===== config.mk =====
export PLATFORM = sky130hd
export DESIGN_NAME = smb_reg_slave
export DESIGN_NICKNAME = d
export VERILOG_FILES = /design/src/rtl/smb_pkg.sv /design/src/rtl/smb_line_sync.sv /design/src/rtl/smb_cond_det.sv /design/src/rtl/smb_reg_slave.sv
export SDC_FILE = /design/constraint.sdc
export NUM_CORES = 1
export LEC_CHECK = 0
export BUFFER_PORTS_ARGS = -buffer_cell sky130_fd_sc_hd__buf_2
export CAP_MARGIN = 40
export CORE_MARGIN = 4
export CORE_UTILIZATION = 48
export CTS_CLUSTER_SIZE = 40
export DETAILED_ROUTE_END_ITERATION = 12
export PLACE_DENSITY = 0.78
export SLEW_MARGIN = 10
export SYNTH_ARGS = -nofsm -noshare
export SYNTH_HDL_FRONTEND = slang
export SYNTH_SLANG_ARGS = --single-unit

===== constraint.sdc =====
create_clock -name clk -period 1.9 [get_ports clk]
set_input_delay 0.19 -clock clk [delete_from_list [all_inputs] [get_ports clk]]
set_output_delay 0.19 -clock clk [all_outputs]
set_load 0.005 [all_outputs]

===== src/rtl/smb_pkg.sv =====
package smb_pkg;
    typedef enum logic [2:0] {
        ST_IDLE,
        ST_ADDR,
        ST_ADDR_ACK,
        ST_WR_BYTE,
        ST_WR_ACK,
        ST_RD_BYTE,
        ST_RD_ACK,
        ST_IGNORE
    } smb_state_e;
endpackage


===== src/rtl/smb_line_sync.sv =====
module smb_line_sync #(
    parameter int STAGES = 2
) (
    input  logic clk,
    input  logic rst_n,
    input  logic line_i,
    output logic level_o,
    output logic rise_o,
    output logic fall_o
);
    logic [STAGES:0] pipe_q;

    always_ff @(posedge clk) begin
        if (!rst_n) pipe_q <= '1;
        else        pipe_q <= {pipe_q[STAGES-1:0], line_i};
    end

    assign level_o = pipe_q[STAGES-1];
    assign rise_o  = pipe_q[STAGES-1] & ~pipe_q[STAGES];
    assign fall_o  = ~pipe_q[STAGES-1] & pipe_q[STAGES];
endmodule


===== src/rtl/smb_cond_det.sv =====
module smb_cond_det (
    input  logic scl_lvl,
    input  logic sda_rise,
    input  logic sda_fall,
    output logic start_o,
    output logic stop_o
);
    assign start_o = scl_lvl & sda_fall;
    assign stop_o  = scl_lvl & sda_rise;
endmodule


===== src/rtl/smb_reg_slave.sv =====
module smb_reg_slave
    import smb_pkg::*;
#(
    parameter int ADDR_W      = 7,
    parameter int SYNC_STAGES = 2
) (
    input  logic              clk,
    input  logic              rst_n,
    input  logic [ADDR_W-1:0] strap_addr,
    input  logic              scl_i,
    input  logic              sda_i,
    output logic              sda_oe,
    output logic [7:0]        reg_ptr,
    input  logic [7:0]        reg_rdata,
    output logic [7:0]        reg_wdata,
    output logic              reg_we
);
    localparam int BYTE_W = ADDR_W + 1;
    localparam int CNT_W  = $clog2(BYTE_W + 1);
    localparam logic [CNT_W-1:0] LAST_BIT = CNT_W'(BYTE_W);

    smb_state_e        state;
    logic [ADDR_W-1:0] dev_addr;
    logic [BYTE_W-1:0] rx_sr;
    logic [BYTE_W-1:0] tx_sr;
    logic [CNT_W-1:0]  bit_cnt;
    logic [1:0]        wr_idx;
    logic              rw_q;
    logic              mack_q;

    logic scl_lvl, scl_rise, scl_fall;
    logic sda_lvl, sda_rise, sda_fall;
    logic bus_start, bus_stop;

    smb_line_sync #(.STAGES(SYNC_STAGES)) u_scl_sync (
        .clk(clk), .rst_n(rst_n), .line_i(scl_i),
        .level_o(scl_lvl), .rise_o(scl_rise), .fall_o(scl_fall)
    );

    smb_line_sync #(.STAGES(SYNC_STAGES)) u_sda_sync (
        .clk(clk), .rst_n(rst_n), .line_i(sda_i),
        .level_o(sda_lvl), .rise_o(sda_rise), .fall_o(sda_fall)
    );

    smb_cond_det u_cond (
        .scl_lvl(scl_lvl), .sda_rise(sda_rise), .sda_fall(sda_fall),
        .start_o(bus_start), .stop_o(bus_stop)
    );

    // Strap capture: follows the pin only while reset is held
    always_ff @(posedge clk) begin
        if (!rst_n) dev_addr <= strap_addr;
    end

    // State register and datapath
    always_ff @(posedge clk) begin
        if (!rst_n) begin
            state     <= ST_IDLE;
            rx_sr     <= '0;
            tx_sr     <= '0;
            bit_cnt   <= '0;
            wr_idx    <= '0;
            rw_q      <= 1'b0;
            mack_q    <= 1'b0;
            reg_ptr   <= '0;
            reg_wdata <= '0;
            reg_we    <= 1'b0;
        end else begin
            reg_we <= 1'b0;
            if (bus_start) begin
                state   <= ST_ADDR;
                bit_cnt <= '0;
                wr_idx  <= '0;
            end else if (bus_stop) begin
                state <= ST_IDLE;
            end else begin
                unique case (state)
                    ST_IDLE, ST_IGNORE: ;
                    ST_ADDR: begin
                        if (scl_rise) begin
                            rx_sr   <= {rx_sr[BYTE_W-2:0], sda_lvl};
                            bit_cnt <= bit_cnt + 1'b1;
                        end else if (scl_fall && bit_cnt == LAST_BIT) begin
                            if (rx_sr[BYTE_W-1:1] == dev_addr) begin
                                rw_q  <= rx_sr[0];
                                state <= ST_ADDR_ACK;
                            end else begin
                                state <= ST_IGNORE;
                            end
                        end
                    end
                    ST_ADDR_ACK: begin
                        if (scl_fall) begin
                            bit_cnt <= '0;
                            if (rw_q) begin
                                tx_sr <= reg_rdata;
                                state <= ST_RD_BYTE;
                            end else begin
                                state <= ST_WR_BYTE;
                            end
                        end
                    end
                    ST_WR_BYTE: begin
                        if (scl_rise) begin
                            rx_sr   <= {rx_sr[BYTE_W-2:0], sda_lvl};
                            bit_cnt <= bit_cnt + 1'b1;
                        end else if (scl_fall && bit_cnt == LAST_BIT) begin
                            if (wr_idx == 2'd0) begin
                                reg_ptr <= rx_sr;
                                state   <= ST_WR_ACK;
                            end else if (wr_idx == 2'd1) begin
                                reg_wdata <= rx_sr;
                                reg_we    <= 1'b1;
                                state     <= ST_WR_ACK;
                            end else begin
                                state <= ST_IGNORE;
                            end
                            if (wr_idx != 2'd2) wr_idx <= wr_idx + 1'b1;
                        end
                    end
                    ST_WR_ACK: begin
                        if (scl_fall) begin
                            bit_cnt <= '0;
                            state   <= ST_WR_BYTE;
                        end
                    end
                    ST_RD_BYTE: begin
                        if (scl_rise) begin
                            bit_cnt <= bit_cnt + 1'b1;
                        end else if (scl_fall) begin
                            if (bit_cnt == LAST_BIT) state <= ST_RD_ACK;
                            else tx_sr <= {tx_sr[BYTE_W-2:0], 1'b0};
                        end
                    end
                    ST_RD_ACK: begin
                        if (scl_rise) begin
                            mack_q <= ~sda_lvl;
                        end else if (scl_fall) begin
                            if (mack_q) begin
                                tx_sr   <= reg_rdata;
                                bit_cnt <= '0;
                                state   <= ST_RD_BYTE;
                            end else begin
                                state <= ST_IGNORE;
                            end
                        end
                    end
                endcase
            end
        end
    end

    // Output decode
    always_comb begin
        sda_oe = 1'b0;
        unique case (state)
            ST_ADDR_ACK, ST_WR_ACK: sda_oe = 1'b1;
            ST_RD_BYTE:             sda_oe = ~tx_sr[BYTE_W-1];
            default:                sda_oe = 1'b0;
        endcase
    end


    oe_rise_scl_low_chk: assert property (@(posedge clk) disable iff (!rst_n)
        $rose(sda_oe) |-> !scl_lvl);


    we_single_pulse_chk: assert property (@(posedge clk) disable iff (!rst_n)
        reg_we |=> !reg_we);


    ptr_only_by_write_chk: assert property (@(posedge clk) disable iff (!rst_n)
        !$stable(reg_ptr) |-> $past(state) == ST_WR_BYTE);


    rd_ack_released_chk: assert property (@(posedge clk) disable iff (!rst_n)
        (state == ST_RD_ACK) |-> !sda_oe);


    ignore_silent_chk: assert property (@(posedge clk) disable iff (!rst_n)
        (state == ST_IGNORE) |-> (!sda_oe && !reg_we));
endmodule


-- Yosys cells after proc, flatten, opt, wreduce, memory -nomap -nowiden
Index checks and enable logic that the tools add are counted.
- register bits after elaboration: 57
- word-level logic and storage cells: 129
- add/subtract/negate cells: 2
- multiplexer cells: 36
- eq/ne operators: 37
- bitwise gates (word level): 18
- reduce and logical (&&, ||, !) cells: 22
- operators with widths (cell ; count):
    $mux W8 ; 8
    $ne A4 B4 Y1 const B ; 11
    $mux W3 ; 13
    $ne A2 B2 Y1 const B ; 15
    $pmux W8 S3 ; 1
    $reduce_and A12 Y1 ; 2
    $mux W4 ; 5
    $pmux W3 S6 ; 1
    $reduce_and A7 Y1 ; 2
    $not A1 Y1 ; 12
    $pmux W4 S3 ; 1
    $reduce_and A6 Y1 ; 2
    $reduce_and A11 Y1 ; 1
    $eq A3 B3 Y1 const B ; 3
    $reduce_and A4 Y1 ; 2
    $reduce_bool A8 Y1 ; 1
    $eq A7 B7 Y1 ; 1
    $reduce_or A7 Y1 ; 1
    $and A1 B1 Y1 ; 6
    $eq A3 B2 Y1 const B ; 2
    $mux W2 ; 3
    $reduce_bool A3 Y1 ; 2
    $reduce_bool A6 Y1 ; 1
    $reduce_or A2 Y1 ; 3
    other kinds (12) ; 16

-- Longest topological paths before layout
Gate-level depths: netlist of run 1.
- depth after elaboration: 8
- mapped depth: 10
- depth with buffers taken out: 7

-- Hierarchy
From an unflattened synthesis of run 1, not the netlist that was laid out.
- cell total of the unflattened synthesis: 273
- area total of the unflattened synthesis: 2543.7 µm²
- by module, submodules not included (module ; area an instance (µm²) ; times used ; cells an instance):
    smb_reg_slave ; 2348.5 ; 1 ; 255
    smb_line_sync ; 91.3 ; 2 ; 8
    smb_cond_det ; 12.5 ; 1 ; 2

-- Least setup slack after synthesis of run 1
No wires, ideal clock.
- path kind: reg2reg
- from: register bit_cnt[0]
- to: register reg_ptr[6]
- slack: 0.251 ns
- path buffers: 3
- arrival time: 1.532 ns
- cell stages (with the launch flop): 11
- period minus slack after synthesis: 1.649 ns
- cell sequence: dfxtp_1 -> inv_1 -> ha_1 -> and3b_1 -> buf_2 -> nand4_1 -> or2_1 -> buf_2 -> buf_6 -> nand3_1 -> o21ai_1
- word-level cells in the longest chain between the ends: 3
- RTL lines (item ; line ; source):
    start, declared ; smb_reg_slave.sv:26 ; logic [CNT_W-1:0] bit_cnt;
    start signal, assigned ; smb_reg_slave.sv:82 ; bit_cnt <= bit_cnt + 1'b1;
    start signal, assigned ; smb_reg_slave.sv:106 ; bit_cnt <= bit_cnt + 1'b1;
    start signal, assigned ; smb_reg_slave.sv:129 ; bit_cnt <= bit_cnt + 1'b1;
    $eq A4 B4 Y1 ; smb_reg_slave.sv:107 ; end else if (scl_fall && bit_cnt == LAST_BIT) begin
    $logic_and A1 B1 Y1 ; smb_reg_slave.sv:107 ;
    $reduce_and A6 Y1 (no source line) ; n/a ;
    end signal, assigned ; smb_reg_slave.sv:109 ; reg_ptr <= rx_sr;
    end, declared ; smb_reg_slave.sv:13 ; output logic [7:0] reg_ptr,
No other way between the ends.
A chain may end at the register's enable or synchronous reset.

-- Worst setup path in the final report of run 1
- from: register bit_cnt[0]
- to: register reg_ptr[1]
The elaborated chain is that of the path after synthesis.

==> results of run 1 <==
per-layer routing:
layer  up-vias  track usage [%]
met4         0             6.76
met1       899             22.1
met3         7             6.88
met5         -                0
li1        998                -
met2        55             27.3
registers in the layout (all words and copies together), names as in the netlist, 4 cells and up:
register   count
tx_sr          8
rx_sr          8
dev_addr       7
reg_ptr        8
reg_wdata      8
bit_cnt        4
stage by stage:
| step | cells | hold slack [ns] |
|---|---|---|
| detailed placement | 358 | 0.369 |
| finish | 374 | 0.0252 |
| global route | 374 | 0.000665 |
| global placement | 358 | 0.367 |
| CTS | 374 | 0.00440 |
| floorplan | 261 | 0.289 |
cell usage in the layout (no fill, tap or decap), types with 2 or more instances in the layout:
cell type	count
nand4_1	2
mux2i_1	16
or3_1	2
a31o_2	2
a31oi_1	2
buf_2	36
o21ai_1	19
dfxtp_1	50
o22ai_1	2
nand2_1	19
ha_1	5
nand3_1	22
and2b_1	2
a211oi_1	7
xor2_1	8
inv_1	8
buf_4	9
a211o_1	2
clkinv_2	2
clkbuf_1	2
clkbuf_8	11
edfxtp_1	7
nor2_1	24
nor3_1	2
o2bb2ai_1	2
nand2b_1	7
xnor2_1	2
a21oi_1	11
cell usage after synthesis (all sizes together) (5+ instances only):
cell    count  share of area [%]
nand2b      7                1.8
inv         9                1.4
o21ai      20                4.0
mux2i      16                6.5
nand2      19                2.9
xor2        8                2.8
dfxtp      50                 40
buf        12                2.8
nor2       25                3.9
ha          5                2.5
edfxtp      7                8.5
a211oi      7                2.1
nand3      22                4.4
a21oi      11                2.2
power by group through the flow:
| stage | clock network (mW) | logic [mW] | registers, mW |
|---|---|---|---|
| after CTS | 1.16 | 0.0859 | 1.25 |
| after global routing | 1.22 | 0.0958 | 1.25 |
| after floorplan | 0 | 0.0537 | 1.27 |
| after global placement | 0 | 0.0840 | 1.28 |
| after detailed placement | 0 | 0.0851 | 1.28 |
| final | 1.13 | 0.0858 | 1.25 |
path summary, 6_finish.rpt:
check / from / to / slack (ns) / depth (start not counted)
worst max-delay path: bit_cnt[0] / reg_ptr[1] / 0.20 / 7
worst min-delay path: strap_addr[5] / dev_addr[5] / 0.03 / 1
worst max register to register: bit_cnt[0] / reg_ptr[1] / 0.20 / 7
worst min register to register: u_sda_sync.pipe_q[0] / u_sda_sync.pipe_q[1] / 0.41 / 1
area by class of cell:
class / count / area share, %
Sequential cell: 57 / 41.4
Multi-Input combinational cell: 179 / 39.2
Timing Repair Buffer: 45 / 8.46
Clock buffer: 13 / 5.43
Tap cell: 67 / 2.86
Clock inverter: 3 / 1.37
Inverter: 10 / 1.28
kinds of logic after synthesis:
logic type      Yosys count  share of synthesized area [%]
mux                      17                           7.07
compound gates           57                           15.0
simple gates             90                           18.2
flops                    57                           48.9
buf+inv                  25                           4.75
fa+ha+maj                 5                           2.53
xor+xnor                 10                           3.54
worst register-to-register path, stage by stage (launching register included):
cell     delay (ns)
dfxtp_1        0.40
inv_1          0.07
ha_1           0.18
and3b_1        0.20
nand4_1        0.14
or2_1          0.42
nand3_1        0.13
o21ai_1        0.09
==> results.py, run 1 <==
metrics = {
    "status": {
        "outcome": "completed",
    },
    "setup_path": {
        "crit_required_ns": 2.17,
        "end_kind": "register",
        "crit_slowest_cell": "or2_1",
        "startpoint_type": "register",
        "arrival_ns": 1.97,
        "cp_max_fo": 16,
        "cp_num_buf_inv": 1,
        "max_stage_delay_ns": 0.42,
        "path_delay_family": "simple AND/OR/NAND/NOR gates",
        "cp_cell_sequence": "inv_1 > ha_1 > and3b_1 > nand4_1 > or2_1 > nand3_1 > o21ai_1",
        "critPathKind": "reg -> reg",
    },
    "job": {
        "max-cap-violations": 0,
    },
    "timing": {
        "fin_crit_ns": 1.70,
        "clock_skew_ns": 0.00574,
        "worst_slack_ns": 0.199,
        "tns_ns": 0,
        "setup_viol": 0,
        "fmax_mhz": 588,
        "relSlewSlack_pct": 68.6,
        "worst_pin_slew_ns": 0.470,
        "final_max_slew_viol_count": 0,
        "rsz0062_at_grt": "false",
        "hold_viol": 0,
        "post-route-period-util_pct": 89.5,
    },
    "cts": {
        "root_buffer": "clkbuf_8",
        "cts_sinks": 57,
        "insertion_delay_ns": 0.34,
        "clk_pin_slew_ns": 0.06,
        "numCtsBuffers": 9,
        "postCtsSetupBuffers": 0,
        "cts_resized": 0,
        "hold_buffers": 0,
        "cts_tree": "yes",
        "clock_path_buffers": 2,
        "htreeDepth": 3,
    },
    "power_and_ir_drop": {
        "seqPwrFrac_pct": 50.6,
        "clockPowerShare_pct": 45.9,
        "ir_drop_uv": 643,
        "p_sw_mw": 0.521,
        "swShare_pct": 21.1,
        "p_per_area_nw_per_um2": 844,
        "power.internal_mw": 1.95,
        "combPwrFrac_pct": 3.5,
        "p_leak_nw": 1.30,
        "p_total_mw": 2.47,
    },
    "floorplanning": {
        "row_count": 25,
        "die_area_um2": 6370,
        "core_area_um2": 4850,
        "die_w_um": 79.8,
        "pin_count": 37,
        "initial_utilization_pct": 51.1,
        "die_h_um": 79.8,
    },
    "layout": {
        "final_layout_size_suffix_gt1_share_pct": 22.1,
        "nets": 326,
        "syn_to_final_growth_pct": 18.2,
        "finish.utilization_pct": 60.4,
        "multi_input_area_um2": 1150,
        "fillCellCount": 405,
        "seqCellArea_um2": 1210,
        "n_antenna_cell": 0,
        "design_area_um2": 2930,
    },
    "synth": {
        "synth_warnings": 0,
        "syn_area_per_cell_um2": 9.49,
        "yosys.cell_types.count": 51,
        "syn_nets": 285,
        "synth-edff-count": 7,
        "synth_seq_area_share_pct": 48.9,
        "syn_area_um2": 2480,
        "yosys_register_bits": 57,
        "async_flop_share_pct": 0,
        "synthFlopType": "dfxtp_1",
        "syn_inst": 261,
    },
    "drt": {
        "ant_nets": 0,
        "wl_met3_um": 296,
        "first_pass_iters": 5,
        "wl_met1_um": 2280,
        "vias": 1959,
        "top_layer": "met4",
        "drt_iter0_drc": 99,
        "wl_per_cell_um": 13.6,
        "dr_wl_met2_um": 2430,
        "via_per_inst": 5.24,
        "drcViolationCount": 0,
        "finalWirelength_um": 5070,
    },
    "placement": {
        "place_worst_setup_slack_ns": 0.223,
        "port-buffer-count": 36,
        "place.gp.congestion": 0.892,
        "dpl-instance-area_um2": 2730,
        "dp_hpwl_um": 3590,
    },
    "global_route": {
        "first_global_vias": 1869,
        "grt_max_degree": 26,
        "grt_antenna_before_repair": 0,
        "grt.total_usage_pct": 17.6,
        "grt_pass1_wl_um": 8630,
        "overflow": 0,
    },
    "worst_hold_path": {
        "min_path_type": "in -> reg",
    },
}
(Power assumes the default switching activity.)
==> inputs of run 2 (changes only) <==
Settings changed: CORE_MARGIN 4 to default, RECOVER_POWER from default to 50.
==> run 2 against run 1 <==
Cell count down 0.53%. Maximum frequency down 2.2%. Design area down 1.5%. Clock-buffer cell count up 1. Flip-flop and latch count unchanged. Register-to-register slack worse by 0.04 ns. Global-route usage up 2.7 points. Core utilization down 0.88 points. Total power down 4.2%. Clock power down 9%. Routed wire length down 2.2%. Critical path type unchanged. Critical endpoint is now reg_ptr[6]. Largest power group unchanged.
==> results.py, run 2 (same netlist as run 1, synthesis figures left out) <==
metrics = {
    "drt": {
        "drcViolationCount": 0,
        "vias": 1967,
        "via_per_inst": 5.29,
        "first_pass_iters": 4,
        "ant_nets": 0,
        "finalWirelength_um": 4960,
        "wl_per_cell_um": 13.3,
        "drt_iter0_drc": 116,
    },
    "timing": {
        "relSlewSlack_pct": 40.6,
        "worst_pin_slew_ns": 0.891,
        "rsz0062_at_grt": "false",
        "fin_crit_ns": 1.74,
        "fmax_mhz": 575,
        "setup_viol": 0,
        "hold_viol": 0,
        "final_max_slew_viol_count": 0,
        "clock_skew_ns": 0.00612,
        "tns_ns": 0,
        "post-route-period-util_pct": 91.6,
    },
    "cts": {
        "clk_pin_slew_ns": 0.06,
        "htreeDepth": 3,
        "cts_tree": "yes",
        "postCtsSetupBuffers": 0,
        "hold_buffers": 0,
        "clock_path_buffers": 2,
        "insertion_delay_ns": 0.33,
        "cts_sinks": 57,
        "root_buffer": "clkbuf_8",
        "cts_resized": 0,
        "numCtsBuffers": 9,
    },
    "setup_path": {
        "arrival_ns": 1.95,
        "cp_max_fo": 16,
        "path_delay_family": "simple AND/OR/NAND/NOR gates",
        "r2r_end": "reg_ptr[6]",
        "max_stage_delay_ns": 0.44,
        "reg2reg_setup_slack_ns": 0.16,
        "crit_slowest_cell": "or2_2",
        "cp_cell_sequence": "inv_1 > ha_1 > and3b_2 > nand4_1 > or2_2 > nand3_1 > o21ai_1",
        "crit_required_ns": 2.11,
        "startpoint_type": "register",
        "rr_worst_depth": 7,
        "critPathKind": "reg -> reg",
        "cp_num_buf_inv": 1,
        "r2r_start": "bit_cnt[0]",
        "end_kind": "register",
    },
    "job": {
        "max-cap-violations": 0,
    },
    "global_route": {
        "grt_antenna_before_repair": 0,
        "first_global_vias": 1825,
        "grt.total_usage_pct": 20.3,
        "grt_max_degree": 26,
        "grt_pass1_wl_um": 8160,
        "overflow": 0,
    },
    "status": {
        "outcome": "completed",
    },
    "layout": {
        "fillCellCount": 428,
        "syn_to_final_growth_pct": 16.5,
        "layout_common_cells": "50 x dfxtp_1, 29 x buf_2, 24 x nor2_1, 22 x nand3_1",
        "final_layout_size_suffix_gt1_share_pct": 19.7,
        "design_area_um2": 2890,
        "nets": 324,
        "mostFrequentLayoutCell": "dfxtp_1",
        "n_antenna_cell": 0,
    },
    "floorplanning": {
        "row_count": 25,
        "die_w_um": 73.8,
        "initial_utilization_pct": 51.1,
        "core_area_um2": 4850,
        "pin_count": 37,
        "die_area_um2": 5450,
        "die_h_um": 73.8,
    },
    "placement": {
        "dp_hpwl_um": 3510,
        "place.gp.congestion": 0.880,
        "port-buffer-count": 36,
        "dpl-instance-area_um2": 2710,
    },
    "power_and_ir_drop": {
        "ir_drop_uv": 547,
        "p_leak_nw": 1.25,
        "p_per_area_nw_per_um2": 820,
    },
    "worst_hold_path": {
        "hp-start": "strap_addr[1]",
        "whs_path_depth": 1,
        "min_path_type": "in -> reg",
        "min_to": "dev_addr[1]",
    },
}
-- run 2: how the worst max path moves through the flow --
stage,cells past startpoint,from,slack (ns),to
after floorplan,10,bit_cnt[0],0.25,reg_ptr[6]
after global placement,7,bit_cnt[1],0.18,reg_ptr[3]
after detailed placement,7,bit_cnt[0],0.09,reg_ptr[6]
after CTS,7,bit_cnt[0],0.08,reg_ptr[6]
after global routing,7,bit_cnt[1],0.06,reg_ptr[6]
final,7,bit_cnt[0],0.16,reg_ptr[6]
-- run 2: per-stage QoR --
stage / total power, mW / hold WS, ns / utilization, % / cells / worst slack, ns
detailed placement: 1.36 / 0.369 / 56.0 / 356 / 0.0933
finish: 2.37 / 0.0305 / 59.5 / 372 / 0.160
CTS: 2.39 / 0.0195 / 59.8 / 372 / 0.0811
global placement: 1.36 / 0.367 / 56.0 / 356 / 0.181
floorplan: 1.33 / 0.289 / - / 261 / 0.251
global route: 2.46 / 0.00837 / 59.5 / 372 / 0.0580
-- run 2: area by class of cell --
type	count	area (um2)	share of cell area, %
clock buffer	14	173	5.98
clock inverter	2	12.5	0.434
inverter	10	37.5	1.30
multi-input combinational	179	1150	39.9
sequential	57	1210	42.0
tap	67	83.8	2.91
timing repair buffer	43	218	7.55
-- run 2: layer usage --
metal,global-route usage [%],share of wire [%]
met3,6.86,4.5
met2,34.0,49
met5,0,0
met4,9.19,1.9
met1,23.4,45
-- run 2: where the power goes --
group	switching [mW]	leakage, nW	total [mW]	internal [mW]
clock network	0.453	0.0927	1.03	0.579
logic	0.0482	0.683	0.0829	0.0347
registers	0.0128	0.472	1.25	1.24
total	0.514	1.25	2.37	1.85
